File: src/rtl/edram_tp_pkg.sv
package edram_tp_pkg;
  typedef enum logic [4:0] {
    CMD_NOP    = 5'h00,
    CMD_ROW    = 5'h01,
    CMD_WDAT   = 5'h02,
    CMD_RD     = 5'h03,
    CMD_WR     = 5'h04,
    CMD_SEL    = 5'h08,
    CMD_BI_ON  = 5'h10,
    CMD_BI_OFF = 5'h11
  } tp_cmd_e;

  typedef enum logic [1:0] {
    OP_IDLE  = 2'd0,
    OP_READ  = 2'd1,
    OP_WRITE = 2'd2
  } mac_op_e;
endpackage

File: src/rtl/edram_tp_capture.sv
module edram_tp_capture #(
  parameter int CMD_W = 5,
  parameter int BUS_W = 18
) (
  input  logic             clk_i,
  input  logic             rst_ni,
  input  logic             tm_en_i,
  input  logic [CMD_W-1:0] cmd_i,
  input  logic [BUS_W-1:0] bus_i,
  output logic             tm_o,
  output logic [CMD_W-1:0] cmd_o,
  output logic [BUS_W-1:0] bus_o
);
  // pins are sampled once here; all decode works from these flops
  always_ff @(posedge clk_i or negedge rst_ni) begin
    if (!rst_ni) begin
      tm_o  <= 1'b0;
      cmd_o <= '0;
      bus_o <= '0;
    end else begin
      tm_o  <= tm_en_i;
      cmd_o <= cmd_i;
      bus_o <= bus_i;
    end
  end
endmodule

File: src/rtl/edram_tp_decode.sv
module edram_tp_decode
  import edram_tp_pkg::*;
#(
  parameter int N_MACROS = 3,
  parameter int BUS_W    = 18,
  parameter int ROW_W    = 12,
  parameter int COL_W    = 10,
  parameter int DATA_W   = 8,
  localparam int ADDR_W  = ROW_W + COL_W,
  localparam int SEL_W   = (N_MACROS > 1) ? $clog2(N_MACROS) : 1
) (
  input  logic                clk_i,
  input  logic                rst_ni,
  input  logic                tm_i,
  input  logic [4:0]          cmd_i,
  input  logic [BUS_W-1:0]    bus_i,
  input  logic                pg_valid_i,
  input  logic [1:0]          pg_op_i,
  input  logic [ADDR_W-1:0]   pg_addr_i,
  input  logic [DATA_W-1:0]   pg_wdata_i,
  output logic [SEL_W-1:0]    sel_o,
  output logic                bi_o,
  output logic [N_MACROS-1:0] en_o,
  output logic [1:0]          op_o,
  output logic [ADDR_W-1:0]   addr_o,
  output logic [DATA_W-1:0]   wdata_o
);
  localparam logic [SEL_W:0] N_L = N_MACROS[SEL_W:0];

  logic [SEL_W-1:0]    sel_q;
  logic                bi_q;
  logic                row_ok_q;
  logic [ROW_W-1:0]    row_q;
  logic [DATA_W-1:0]   wd_hold_q;
  logic [N_MACROS-1:0] en_q;
  mac_op_e             op_q;
  logic [ADDR_W-1:0]   addr_q;
  logic [DATA_W-1:0]   wdata_q;
  logic [N_MACROS-1:0] sel_hot;
  logic [SEL_W-1:0]    idx;
  logic                is_rw;

  for (genvar i = 0; i < N_MACROS; i++) begin : g_hot
    assign sel_hot[i] = (sel_q == SEL_W'(i));
  end

  assign idx   = bus_i[SEL_W-1:0];
  assign is_rw = (cmd_i == CMD_RD) || (cmd_i == CMD_WR);

  always_ff @(posedge clk_i or negedge rst_ni) begin
    if (!rst_ni) begin
      sel_q     <= '0;
      bi_q      <= 1'b0;
      row_ok_q  <= 1'b0;
      row_q     <= '0;
      wd_hold_q <= '0;
      en_q      <= '0;
      op_q      <= OP_IDLE;
      addr_q    <= '0;
      wdata_q   <= '0;
    end else begin
      en_q <= '0;
      op_q <= OP_IDLE;
      if (!tm_i) begin
        bi_q     <= 1'b0;
        row_ok_q <= 1'b0;
      end else if (bi_q) begin
        if (cmd_i == CMD_BI_OFF) begin
          bi_q <= 1'b0;
        end else if (pg_valid_i) begin
          en_q    <= sel_hot;
          op_q    <= mac_op_e'(pg_op_i);
          addr_q  <= pg_addr_i;
          wdata_q <= pg_wdata_i;
        end
      end else begin
        case (cmd_i)
          CMD_ROW: begin
            row_q    <= bus_i[ROW_W-1:0];
            row_ok_q <= 1'b1;
          end
          CMD_WDAT: wd_hold_q <= bus_i[DATA_W-1:0];
          CMD_RD, CMD_WR: begin
            if (row_ok_q) begin
              en_q     <= sel_hot;
              op_q     <= (cmd_i == CMD_RD) ? OP_READ : OP_WRITE;
              addr_q   <= {row_q, bus_i[COL_W-1:0]};
              wdata_q  <= wd_hold_q;
              row_ok_q <= 1'b0;
            end
          end
          CMD_SEL: if ({1'b0, idx} < N_L) sel_q <= idx;
          CMD_BI_ON: bi_q <= 1'b1;
          default: ;
        endcase
      end
    end
  end

  assign sel_o   = sel_q;
  assign bi_o    = bi_q;
  assign en_o    = en_q;
  assign op_o    = op_q;
  assign addr_o  = addr_q;
  assign wdata_o = wdata_q;

  assert_idle_out_of_test_R2: assert property (@(posedge clk_i) disable iff (!rst_ni)
    !tm_i |=> (en_o == '0 && !bi_o));
  assert_need_row_R4: assert property (@(posedge clk_i) disable iff (!rst_ni)
    (tm_i && !bi_q && is_rw && !row_ok_q) |=> (en_o == '0));
  assert_sel_range_R6: assert property (@(posedge clk_i) disable iff (!rst_ni)
    ({1'b0, sel_o} < N_L));
  assert_single_target_R7: assert property (@(posedge clk_i) disable iff (!rst_ni)
    $onehot0(en_o));
  assert_burnin_follow_R9: assert property (@(posedge clk_i) disable iff (!rst_ni)
    (tm_i && bi_q && cmd_i != CMD_BI_OFF && pg_valid_i) |=> (addr_o == $past(pg_addr_i)));
  assert_burnin_exit_R10: assert property (@(posedge clk_i) disable iff (!rst_ni)
    (bi_q && tm_i && cmd_i == CMD_BI_OFF) |=> !bi_o);
endmodule

File: src/rtl/edram_tp_readmux.sv
module edram_tp_readmux #(
  parameter int                  N_MACROS = 3,
  parameter int                  DATA_W   = 8,
  parameter logic [N_MACROS-1:0] PAR_MASK = '1,
  localparam int WORD_W = DATA_W + 1,
  localparam int SEL_W  = (N_MACROS > 1) ? $clog2(N_MACROS) : 1
) (
  input  logic                       clk_i,
  input  logic                       rst_ni,
  input  logic                       tm_i,
  input  logic [SEL_W-1:0]           sel_i,
  input  logic [N_MACROS*WORD_W-1:0] rdata_i,
  output logic [WORD_W-1:0]          dout_o
);
  logic [WORD_W-1:0]   word [N_MACROS];
  logic [N_MACROS-1:0] sel_hot;
  logic                sel_gen_par;

  for (genvar i = 0; i < N_MACROS; i++) begin : g_word
    logic [WORD_W-1:0] raw;
    assign raw        = rdata_i[i*WORD_W +: WORD_W];
    assign sel_hot[i] = (sel_i == SEL_W'(i));
    if (PAR_MASK[i]) begin : g_own_par
      assign word[i] = raw;
    end else begin : g_gen_par
      assign word[i] = {^raw[DATA_W-1:0], raw[DATA_W-1:0]};
    end
  end

  always_comb begin
    dout_o      = '0;
    sel_gen_par = 1'b0;
    for (int i = 0; i < N_MACROS; i++) begin
      if (sel_hot[i]) begin
        sel_gen_par = !PAR_MASK[i];
        if (tm_i) dout_o = word[i];
      end
    end
  end

  assert_even_parity_R8: assert property (@(posedge clk_i) disable iff (!rst_ni)
    (tm_i && sel_gen_par) |-> (^dout_o == 1'b0));
  assert_gated_out_R2: assert property (@(posedge clk_i) disable iff (!rst_ni)
    !tm_i |-> (dout_o == '0));
endmodule

File: src/rtl/edram_test_port.sv
module edram_test_port #(
  parameter int                  N_MACROS = 3,
  parameter int                  BUS_W    = 18,
  parameter int                  ROW_W    = 12,
  parameter int                  COL_W    = 10,
  parameter int                  DATA_W   = 8,
  parameter logic [N_MACROS-1:0] PAR_MASK = 3'b101,
  localparam int ADDR_W = ROW_W + COL_W,
  localparam int WORD_W = DATA_W + 1,
  localparam int SEL_W  = (N_MACROS > 1) ? $clog2(N_MACROS) : 1
) (
  input  logic                       clk_i,
  input  logic                       rst_ni,
  input  logic                       tm_en_i,
  input  logic [4:0]                 cmd_i,
  input  logic [BUS_W-1:0]           bus_i,
  input  logic [N_MACROS*WORD_W-1:0] mac_rdata_i,
  input  logic                       pg_valid_i,
  input  logic [1:0]                 pg_op_i,
  input  logic [ADDR_W-1:0]          pg_addr_i,
  input  logic [DATA_W-1:0]          pg_wdata_i,
  output logic [WORD_W-1:0]          dout_o,
  output logic [N_MACROS-1:0]        mac_en_o,
  output logic [1:0]                 mac_op_o,
  output logic [ADDR_W-1:0]          mac_addr_o,
  output logic [DATA_W-1:0]          mac_wdata_o,
  output logic                       pg_en_o
);
  logic             tm_q;
  logic [4:0]       cmd_q;
  logic [BUS_W-1:0] bus_q;
  logic [SEL_W-1:0] sel;

  edram_tp_capture #(.CMD_W(5), .BUS_W(BUS_W)) u_cap (
    .clk_i   (clk_i),
    .rst_ni  (rst_ni),
    .tm_en_i (tm_en_i),
    .cmd_i   (cmd_i),
    .bus_i   (bus_i),
    .tm_o    (tm_q),
    .cmd_o   (cmd_q),
    .bus_o   (bus_q)
  );

  edram_tp_decode #(
    .N_MACROS (N_MACROS),
    .BUS_W    (BUS_W),
    .ROW_W    (ROW_W),
    .COL_W    (COL_W),
    .DATA_W   (DATA_W)
  ) u_dec (
    .clk_i      (clk_i),
    .rst_ni     (rst_ni),
    .tm_i       (tm_q),
    .cmd_i      (cmd_q),
    .bus_i      (bus_q),
    .pg_valid_i (pg_valid_i),
    .pg_op_i    (pg_op_i),
    .pg_addr_i  (pg_addr_i),
    .pg_wdata_i (pg_wdata_i),
    .sel_o      (sel),
    .bi_o       (pg_en_o),
    .en_o       (mac_en_o),
    .op_o       (mac_op_o),
    .addr_o     (mac_addr_o),
    .wdata_o    (mac_wdata_o)
  );

  edram_tp_readmux #(
    .N_MACROS (N_MACROS),
    .DATA_W   (DATA_W),
    .PAR_MASK (PAR_MASK)
  ) u_rmux (
    .clk_i   (clk_i),
    .rst_ni  (rst_ni),
    .tm_i    (tm_q),
    .sel_i   (sel),
    .rdata_i (mac_rdata_i),
    .dout_o  (dout_o)
  );
endmodule

File: config.mk
export PLATFORM = sky130hd
export DESIGN_NAME = edram_test_port
export DESIGN_NICKNAME = d
export VERILOG_FILES = /design/src/rtl/edram_tp_pkg.sv /design/src/rtl/edram_tp_capture.sv /design/src/rtl/edram_tp_decode.sv /design/src/rtl/edram_tp_readmux.sv /design/src/rtl/edram_test_port.sv
export SDC_FILE = /design/constraint.sdc
export NUM_CORES = 1
export LEC_CHECK = 0
export BUFFER_PORTS_ARGS = -buffer_cell sky130_fd_sc_hd__buf_4
export CAP_MARGIN = 20
export CELL_PAD_IN_SITES_DETAIL_PLACEMENT = 1
export CELL_PAD_IN_SITES_GLOBAL_PLACEMENT = 2
export CORE_MARGIN = 2
export CORE_UTILIZATION = 31
export CTS_BUF_LIST = sky130_fd_sc_hd__clkbuf_16
export CTS_CLUSTER_DIAMETER = 120
export CTS_CLUSTER_SIZE = 10
export DETAILED_ROUTE_END_ITERATION = 6
export PLACE_DENSITY = 0.79
export SLEW_MARGIN = 20
export SYNTH_ARGS = -nofsm -noshare
export SYNTH_HDL_FRONTEND = slang
export SYNTH_SLANG_ARGS = --single-unit
File: constraint.sdc
create_clock -name clk_i -period 2.41 [get_ports clk_i]
set_input_delay 0.241 -clock clk_i [delete_from_list [all_inputs] [get_ports clk_i]]
set_output_delay 0.241 -clock clk_i [all_outputs]
set_load 0.005 [all_outputs]
==> impl_results.md, run 1 <==
* Status: complete, no violations
* Synth Net Count at 336
* WS Path Type: flip-flop to flip-flop
* Pins Over Slew Limit at 0
* Post-route setup slack at 0.307 ns
* RSZ-0062 raised after global routing: no
* Finished Layout Cells at 530
* Startpoint Class: flip-flop
* Max incr delay on CP at 0.47 ns
* DRT iter0 DRCs at 87
* Yosys top cell area share at 55.8%
* Hold Path Cell Cnt at 1
* Hold Path Origin: bus_i[5]
* First-pass GRT wire length at 14.0 mm
* Die Ht at 110 um
* H-tree depth at 3
* Die width at 110 um
* Post-synth ARST share at 100%
* Max Clock Skew at 0.00510 ns
* WL per Instance at 16.8 um
* Vias per inst at 4.69
* Detail Route Antenna Nets at 0
* Antenna Cells at 0
* GRT Overall Usage at 15.4%
* R2R Path End: u_dec.addr_o[16]
* Main synth FF type: dfrtp_1
* Setup TNS at 0 ns
* Placed cells at 511
* Antenna violations before repair at 0
* Critical path's slowest cell: a2111oi_4
* Core Box Area at 10,800 um^2
* Register area share after synthesis at 55.8%
* I/O Buffers at 123
* Leakage at 2.40 nW
* Netlist Area Pre-Place at 3450 um^2
* Share of cells above drive strength 1 at 61.0%
* FP Rows at 38
* CTS tree: done
* WHS Endpoint: u_cap.bus_o[5]
* Number of buffers created by CTS at 9
* Worst Path Arrival at 2.31 ns
* CTS Sinks at 77
* Drt pass-1 iters at 4
* Met1 wire length at 3.38 mm
* Fill cells at 1,177
* Area Growth Syn to Fin at 42.6%
* Min Tclk post-route at 2.10 ns
* Peak VDD IR at 0.365 mV
* Max Fclk at 0.476 GHz
* Synth warn at 0
* Endpoints failing setup at 0
* Worst hold-check path type: input port to flip-flop
* # DRC at 0
* Worst r2r path cells at 5
* Yosys reg bits at 77
* Met2 routed WL at 4.51 mm
* WHS at 0.0135 ns
* Total power at 0.00356 W
* Gpl congestion at 0.714
* Post-place setup slack at 0.302 ns
* Critical path, cell by cell: or3b_4 > a2111oi_4 > nor2_4 > buf_12 > mux2_2
* Reg2reg start: u_cap.cmd_o[0]
* Detail Placement HPWL at 6.53 mm
* Total Wirelength at 8.89 mm
* Largest cells by area after synthesis: dfrtp_1, mux2_2, mux2i_1, xnor2_1, and2_1
* WL met3 at 914 um
* Crit Path Max Fanout at 29
* Pin count of the biggest net entering global routing at 47
* Synthesized area per cell at 13.8 um^2
* Max Cap Viol at 0
* NumNets Final at 471
* Delay-heaviest family, CP: simple AND/OR/NAND/NOR gates
* Clock transition at path regs at 0.06 ns
* # IOs at 131
* Via Count at 2,487
* Synth cell types at 34
* Clk root buf: clkbuf_16
* Final hold viol count at 0
* Setup Fix Bufs, Post-CTS at 0
* Worst-skew pair later-pin latency at 0.33 ns
* CP Depth at 5
* CP Buf/Inv Count at 1
* Die ar. at 12,000 um^2
* Post-synth EDFFs at 0
* PD cells at 723 nW/um^2
* Clock Tree Buf Depth at 2
* Worst setup path startpoint: u_cap.cmd_o[0]
* Worst EP required at 2.62 ns
* Worst rel slew slack at 55.5%
* Vias in the first global route at 2,723
* Worst reg-to-reg setup slack at 0.31 ns
* Max layer used: met4
* Initial cell density of the core at 31.8%
* Cells after synthesis at 250
* Cell accounting for the most synthesized area: dfrtp_1
* Period utilization at 87.3%
* Worst Max-Slew Pin Slew at 0.668 ns
* Critical path endpoint category: flip-flop
* Grt total ovfl at 0
[area by class of cell]
type	instances	area (um^2)	share of cell area [%]
sequential	77	1930	39.1
multi-input combinational	160	1460	29.6
timing repair buffer	136	1040	21.1
clock buffer	9	225	4.58
tap	140	175	3.56
clock inverter	7	91.3	1.86
inverter	1	3.75	0.0763
[power breakdown]
part           total [W]  switching, W  leakage (nW)  internal [W]
Sequential       0.00154      0.000101         0.998       0.00144
Combinational   0.000603      0.000206          1.24      0.000397
Clock            0.00142      0.000515         0.161      0.000902
[sequential cells by signal, indices dropped and copies added (netlist names)]
register and count:
u_dec.en_o 3, u_dec.wdata_o 8, u_cap.tm_o 1, u_dec.op_o 2
u_dec.sel_o 2, u_dec.wd_hold_q 8, u_cap.cmd_o 5, u_dec.bi_o 1
u_dec.addr_o 22, u_dec.row_q 12, u_dec.row_ok_q 1, u_cap.bus_o 12
[stage by stage]
stage	area, um^2	util [%]
finish	4920	45.4
global route	4920	45.4
floorplan	3450	-
CTS	4900	45.2
global placement	4570	42.2
detailed placement	4570	42.2
[Yosys cell counts, types with 3 or more instances]
library cell	count
and2_1	9
buf_1	4
buf_6	3
clkbuf_1	4
dfrtp_1	77
mux2_2	82
mux2i_1	8
nand2_1	14
nand3_1	3
nor2_1	4
o21ai_0	10
xnor2_1	7
[cells by family (layout without fill, tap and decap cells)]
group           count (synthesis)  in the layout  share of synthesized area, %
simple gates                   45             45                          7.58
mux                            90             90                          29.1
buf+inv                        13            153                          2.10
compound gates                 18             18                          3.63
xor+xnor                        7              7                          1.78
flops                          77             77                          55.8
[worst register-to-register path: stages (launching register included)]
cell       delay [ns]
dfrtp_1          0.46
or3b_4           0.45
a2111oi_4        0.47
nor2_4           0.11
buf_12           0.20
mux2_2           0.30
[repair_timing]
item,4_1_cts,5_1_grt
resized for setup,0,1
endpoints found under the setup margin,0,5
endpoints found under the hold margin,44,2
hold buffers,1,2
[per-layer routing]
| metal | vias to the layer above | global-route usage (%) |
|---|---|---|
| li1 | 1152 | - |
| met1 | 1240 | 17.1 |
| met2 | 89 | 26.7 |
| met3 | 6 | 7.17 |
| met4 | 0 | 4.16 |
| met5 | - | 0 |
[worst max-delay path by stage]
stage	slack (ns)	end
finish	0.31	u_dec.addr_o[16]
global placement	0.35	u_dec.wdata_o[4]
global route	0.19	dout_o[1]
detailed placement	0.30	u_dec.addr_o[19]
CTS	0.15	dout_o[6]
floorplan	0.49	u_dec.wd_hold_q[0]
[cells in the final DEF (no fill, tap or decap), types with 3 or more instances in the layout]
cell	n
o21ai_0	10
nand2_1	14
nor2_1	4
dlygate4sd3_1	3
mux2i_1	8
and2_1	9
dfrtp_1	77
mux2_2	82
buf_4	132
xnor2_1	7
nand3_1	3
clkbuf_16	9
No activity file was read; power rests on OpenSTA's default activity.
==> inputs of run 2 (changes only) <==
--- a/config.mk
+++ b/config.mk
@@ -10,12 +10,12 @@
 export CELL_PAD_IN_SITES_DETAIL_PLACEMENT = 1
 export CELL_PAD_IN_SITES_GLOBAL_PLACEMENT = 2
 export CORE_MARGIN = 2
-export CORE_UTILIZATION = 31
+export CORE_UTILIZATION = 34
 export CTS_BUF_LIST = sky130_fd_sc_hd__clkbuf_16
 export CTS_CLUSTER_DIAMETER = 120
 export CTS_CLUSTER_SIZE = 10
 export DETAILED_ROUTE_END_ITERATION = 6
-export PLACE_DENSITY = 0.79
+export PLACE_DENSITY = 0.82
 export SLEW_MARGIN = 20
 export SYNTH_ARGS = -nofsm -noshare
 export SYNTH_HDL_FRONTEND = slang
==> constraint.sdc (replaced) <==
create_clock -name clk_i -period 2.7 [get_ports clk_i]
set_input_delay 0.27 -clock clk_i [delete_from_list [all_inputs] [get_ports clk_i]]
set_output_delay 0.27 -clock clk_i [all_outputs]
set_load 0.005 [all_outputs]
==> run 2 against run 1 <==
  * Final area decreased by 1.6%
  * Via count rose by 0.64%
  * Highest routed layer unchanged
  * First-iteration DRC count shrank 9.2%
  * Routed wire length increased by 0.17%
  * Critical path type is now flip-flop to output pin
  * Combinational power fell by 14%
  * Clock skew increased by 0.0023 ns
  * Final cell count decreased by 2.8%
  * Critical path depth unchanged
  * Sequential share of layout area grew 0.65 points
  * Non-clock buffer count decreased by 8
  * Sequential power is 10% lower
  * Largest cell class unchanged
==> impl_results.md, run 2 (synthesis results as in run 1) <==
* WL per Instance at 17.3 um
* Hold Path Cell Cnt at 1
* Detail Route Antenna Nets at 0
* Clk root buf: clkbuf_16
* Drt pass-1 iters at 4
* Fill cells at 1,092
* CTS tree: done
* Total Wirelength at 8.90 mm
* Antenna Cells at 0
* R2R Path End: u_dec.addr_o[16]
* Antenna violations before repair at 0
* Status: complete, no violations
* Clock transition at path regs at 0.06 ns
* Pin count of the biggest net entering global routing at 78
* Vias per inst at 4.86
* GRT met1 Usage at 18.9%
* Grt total ovfl at 0
* Endpoints failing setup at 0
* Peak VDD IR at 0.434 mV
* First-pass GRT wire length at 14.6 mm
* Max Cap Viol at 0
* DRT iter0 DRCs at 79
* H-tree depth at 3
* Share of cells above drive strength 1 at 60.5%
* Max Clock Skew at 0.00740 ns
* Post-place setup slack at 0.594 ns
* Area Growth Syn to Fin at 40.3%
* CTS Sinks at 77
* Gpl congestion at 0.762
* FP Rows at 36
* Initial cell density of the core at 35.1%
* Startpoint Class: flip-flop
* GRT Overall Usage at 17.1%
* WHS Endpoint: u_cap.bus_o[7]
* Worst reg-to-reg setup slack at 0.59 ns
* Most common cell after layout, fill and taps aside: buf_4
* Max reg flops at 22
* Number of buffers created by CTS at 9
* # hold bufs at CTS at 0
* Total power at 0.00317 W
* Worst Path Arrival at 1.99 ns
* Post_cts resized at 0
* NumNets Final at 463
* Reg2reg start: u_cap.cmd_o[0]
* Period utilization at 83.8%
* Clock Tree Buf Depth at 2
* I/O Buffers at 123
* Post-route setup slack at 0.439 ns
* Worst hold-check path type: input port to flip-flop
* Die Ht at 105 um
* PD cells at 654 nW/um^2
* RSZ-0062 raised after global routing: no
* Setup Fix Bufs, Post-CTS at 0
* M3 GR Usage at 7.05%
* Worst setup path startpoint: u_dec.sel_o[0]
* Met2 Use GR at 30.1%
* Critical path endpoint category: output pin
* Min Tclk post-route at 2.26 ns
* WHS at 0.0439 ns
* Die width at 105 um
* Worst r2r path cells at 5
* Die ar. at 11,000 um^2
* Setup TNS at 0 ns
* Worst rel slew slack at 36.0%
* Crit Path Max Fanout at 14
* Final hold viol count at 0
* Vias in the first global route at 2,842
* Leading cell types in the layout, fill and taps excluded: buf_4, mux2_2, dfrtp_1
* WS Path Type: flip-flop to output pin
* Max Fclk at 0.442 GHz
* Worst Max-Slew Pin Slew at 0.960 ns
* # DRC at 0
* Hold Path Origin: bus_i[7]
* Core Box Area at 9820 um^2
* Leakage at 2.36 nW
* Top Usage Layer GRT: met2
* Worst EP required at 2.43 ns
* Via Count at 2,503
* Pins Over Slew Limit at 0
* Worst-skew pair later-pin latency at 0.33 ns
* Detail Placement HPWL at 6.33 mm
* # IOs at 131
* Post-layout util at 49.3%
-- run 2: final cells by class --
class                      instances  area, um^2  area share, %
clock inverter                     7        90.1           1.86
timing repair buffer             128         973           20.1
tap                              133         166           3.44
inverter                           1        3.75         0.0775
sequential                        77        1930           39.8
clock buffer                       9         225           4.65
multi-input combinational        160        1460           30.1
-- run 2: routing by layer --
layer	up-vias	wire length, um
met2	93	4480
met5	-	0
li1	1139	-
met3	5	822
met1	1266	3540
met4	0	59
-- run 2: worst max-delay path by stage --
stage | slack, ns | cells past startpoint | endpoint
final | 0.44 | 5 | dout_o[6]
after global routing | 0.33 | 5 | dout_o[7]
after CTS | 0.41 | 5 | dout_o[7]
after detailed placement | 0.59 | 5 | u_dec.addr_o[3]
after global placement | 0.64 | 5 | u_dec.wdata_o[7]
after floorplan | 0.78 | 4 | u_dec.wd_hold_q[0]
-- run 2: metrics by stage --
| stage | cells | instance area (um^2) |
|---|---|---|
| floorplan | 250 | 3450 |
| global placement | 499 | 4530 |
| detailed placement | 499 | 4530 |
| CTS | 515 | 4840 |
| global route | 515 | 4840 |
| finish | 515 | 4840 |
-- run 2: worst max-delay path: stages (launching register included) --
cell	delay, ns
dfrtp_1	0.61
nor2b_1	0.58
nand2_1	0.12
o21ai_0	0.10
and2_1	0.14
buf_4	0.10
-- run 2: power by group --
part,leakage (nW),internal (W),switching [W],total (W)
clock network,0.159,0.000805,0.000459,0.00126
registers,0.998,0.00128,0.000100,0.00138
logic,1.20,0.000345,0.000176,0.000520
total,2.36,0.00243,0.000735,0.00317
==> inputs of run 3 (changes only) <==
--- a/config.mk
+++ b/config.mk
@@ -10,12 +10,12 @@
 export CELL_PAD_IN_SITES_DETAIL_PLACEMENT = 1
 export CELL_PAD_IN_SITES_GLOBAL_PLACEMENT = 2
 export CORE_MARGIN = 2
-export CORE_UTILIZATION = 34
+export CORE_UTILIZATION = 28
 export CTS_BUF_LIST = sky130_fd_sc_hd__clkbuf_16
 export CTS_CLUSTER_DIAMETER = 120
 export CTS_CLUSTER_SIZE = 10
 export DETAILED_ROUTE_END_ITERATION = 6
-export PLACE_DENSITY = 0.82
+export PLACE_DENSITY = 0.72
 export SLEW_MARGIN = 20
 export SYNTH_ARGS = -nofsm -noshare
 export SYNTH_HDL_FRONTEND = slang
==> constraint.sdc (replaced) <==
create_clock -name clk_i -period 2.05 [get_ports clk_i]
set_input_delay 0.205 -clock clk_i [delete_from_list [all_inputs] [get_ports clk_i]]
set_output_delay 0.205 -clock clk_i [all_outputs]
set_load 0.005 [all_outputs]
==> run 3 against run 2 <==
  * Die area is 21% higher
  * Routed wire length is 2.5% higher
  * Utilization is 7.1 points lower
  * Count of clock-buffer cells in the layout stayed put
  * First-iteration DRC count is 15% lower
  * Sequential share of layout area is 1.8 points lower
  * Clock power is 7% higher
==> impl_results.md, run 3 (synthesis results as in run 1) <==
* GRT Overall Usage at 14.6%
* Worst Path Arrival at 2.15 ns
* Status: complete, no violations
* Sw Share at 23.7%
* Multi-input gate area in the final layout at 1460 um^2
* Period utilization at 94.4%
* Worst-skew pair later-pin latency at 0.33 ns
* # DRC at 0
* Number of buffers created by CTS at 9
* Setup TNS at 0 ns
* Endpoints failing setup at 0
* Most common cell after layout, fill and taps aside: buf_4
* Grt total ovfl at 0
* Leakage at 2.47 nW
* Max reg flops at 22
* NumNets Final at 492
* Power share of the clock group at 34.6%
* Detail Route Antenna Nets at 0
* Core Box Area at 12,000 um^2
* H-tree depth at 3
* PD cells at 769 nW/um^2
* Area Growth Syn to Fin at 47.0%
* Post-place setup slack at 0.0732 ns
* Crit Path Max Fanout at 11
* Register area at 1930 um^2
* Detail Placement HPWL at 6.45 mm
* WS Path Type: flip-flop to flip-flop
* Share of cells above drive strength 1 at 58.3%
* Post-route setup slack at 0.114 ns
* Worst Max-Slew Pin Slew at 0.581 ns
* Worst rel slew slack at 61.3%
* Min Tclk post-route at 1.94 ns
* Flop pwr share at 46.1%
* Drt pass-1 iters at 3
* Clock transition at path regs at 0.06 ns
* FP Rows at 40
* Antenna violations before repair at 0
* Die Ht at 115 um
* Pins Over Slew Limit at 0
* CTS tree: done
* CTS Sinks at 77
* Initial cell density of the core at 28.7%
* Switching power at 0.000923 W
* Combinational fraction of design power at 19.3%
* Gpl congestion at 0.833
* Startpoint Class: flip-flop
* Antenna Cells at 0
* Max Fclk at 0.517 GHz
* Vias in the first global route at 2,822
* Via Count at 2,580
* Clk root buf: clkbuf_16
* I/O Buffers at 123
* Pint at 0.00298 W
* Worst EP required at 2.26 ns
* Vias per inst at 4.63
* Critical path endpoint category: flip-flop
* Max Cap Viol at 0
* Setup Fix Bufs, Post-CTS at 0
* Peak VDD IR at 0.387 mV
* Max Clock Skew at 0.00703 ns
* First-pass GRT wire length at 14.7 mm
* Clock Tree Buf Depth at 2
* Leading cell types in the layout, fill and taps excluded: buf_4, mux2_2, dfrtp_1
* DRT iter0 DRCs at 67
* Total Wirelength at 9.12 mm
* Die width at 115 um
* WL per Instance at 16.4 um
* Worst hold-check path type: input port to flip-flop
* # IOs at 131
* Pin count of the biggest net entering global routing at 44
* Fill cells at 1,294
* RSZ-0062 raised after global routing: no
* Final hold viol count at 0
* Die ar. at 13,200 um^2
[run 3: changes by cell type in the layout (fill, tap and decap cells not counted), sizes merged]
cell and delta:
dlygate4sd3 +19, buf +10, inv +1, bufinv -2
[run 3: power groups by stage]
stage               sequential, W  clock [W]  combinational (W)
global route              0.00182    0.00147           0.000836
detailed placement        0.00182          0           0.000738
global placement          0.00182          0           0.000719
floorplan                 0.00180          0           0.000360
CTS                       0.00180    0.00141           0.000767
finish                    0.00180    0.00135           0.000753
[run 3: stage by stage]
step                cells  total power [W]  hold slack, ns  util, %  instance area, um^2
global route          557          0.00413          0.0628     42.2                 5070
floorplan             250          0.00216         -0.0906        -                 3450
global placement      523          0.00254           0.250     38.6                 4630
CTS                   557          0.00397          0.0512     42.2                 5070
finish                557          0.00390          0.0604     42.2                 5070
detailed placement    523          0.00256           0.251     38.6                 4630
[run 3: timing repair]
action,in CTS,in global routing
endpoints found under the hold margin,60,0
resized for setup,0,1
hold buffers,19,0
endpoints found under the setup margin,0,26
[run 3: final cells by class]
type	instances	share of cell area, %
Clock inverter	6	0.493
Inverter	1	0.0740
Timing Repair Buffer	157	24.7
Sequential cell	77	38.0
Multi-Input combinational cell	160	28.7
Tap cell	147	3.63
Clock buffer	9	4.44
[run 3: critical path, cell delays in order, from the launching register on]
cell and delay, ns:
dfrtp_1 0.42, or3b_4 0.43, a2111oi_4 0.40, nor2_4 0.08
buf_4 0.20, mux2_2 0.28
[run 3: path summary, 6_finish.rpt]
check | slack [ns] | endpoint | startpoint | depth (start not counted)
max reg2reg | 0.11 | u_dec.wdata_o[3] | u_cap.cmd_o[2] | 5
min | 0.06 | u_dec.op_o[0] | pg_op_i[0] | 3
max in group asynchronous | 1.03 | u_dec.wdata_o[6] | rst_ni | 3
min in group asynchronous | 0.41 | u_dec.addr_o[5] | rst_ni | 2
max | 0.11 | u_dec.wdata_o[3] | u_cap.cmd_o[2] | 5
min reg2reg | 0.48 | u_dec.row_q[10] | u_cap.bus_o[10] | 1
[run 3: routing by layer]
metal,routed length [um],vias to the layer above,global-route usage (%)
li1,-,1196,-
met1,3770,1283,17.4
met2,4420,91,24.0
met3,831,10,5.96
met4,106,0,5.30
met5,0,-,0
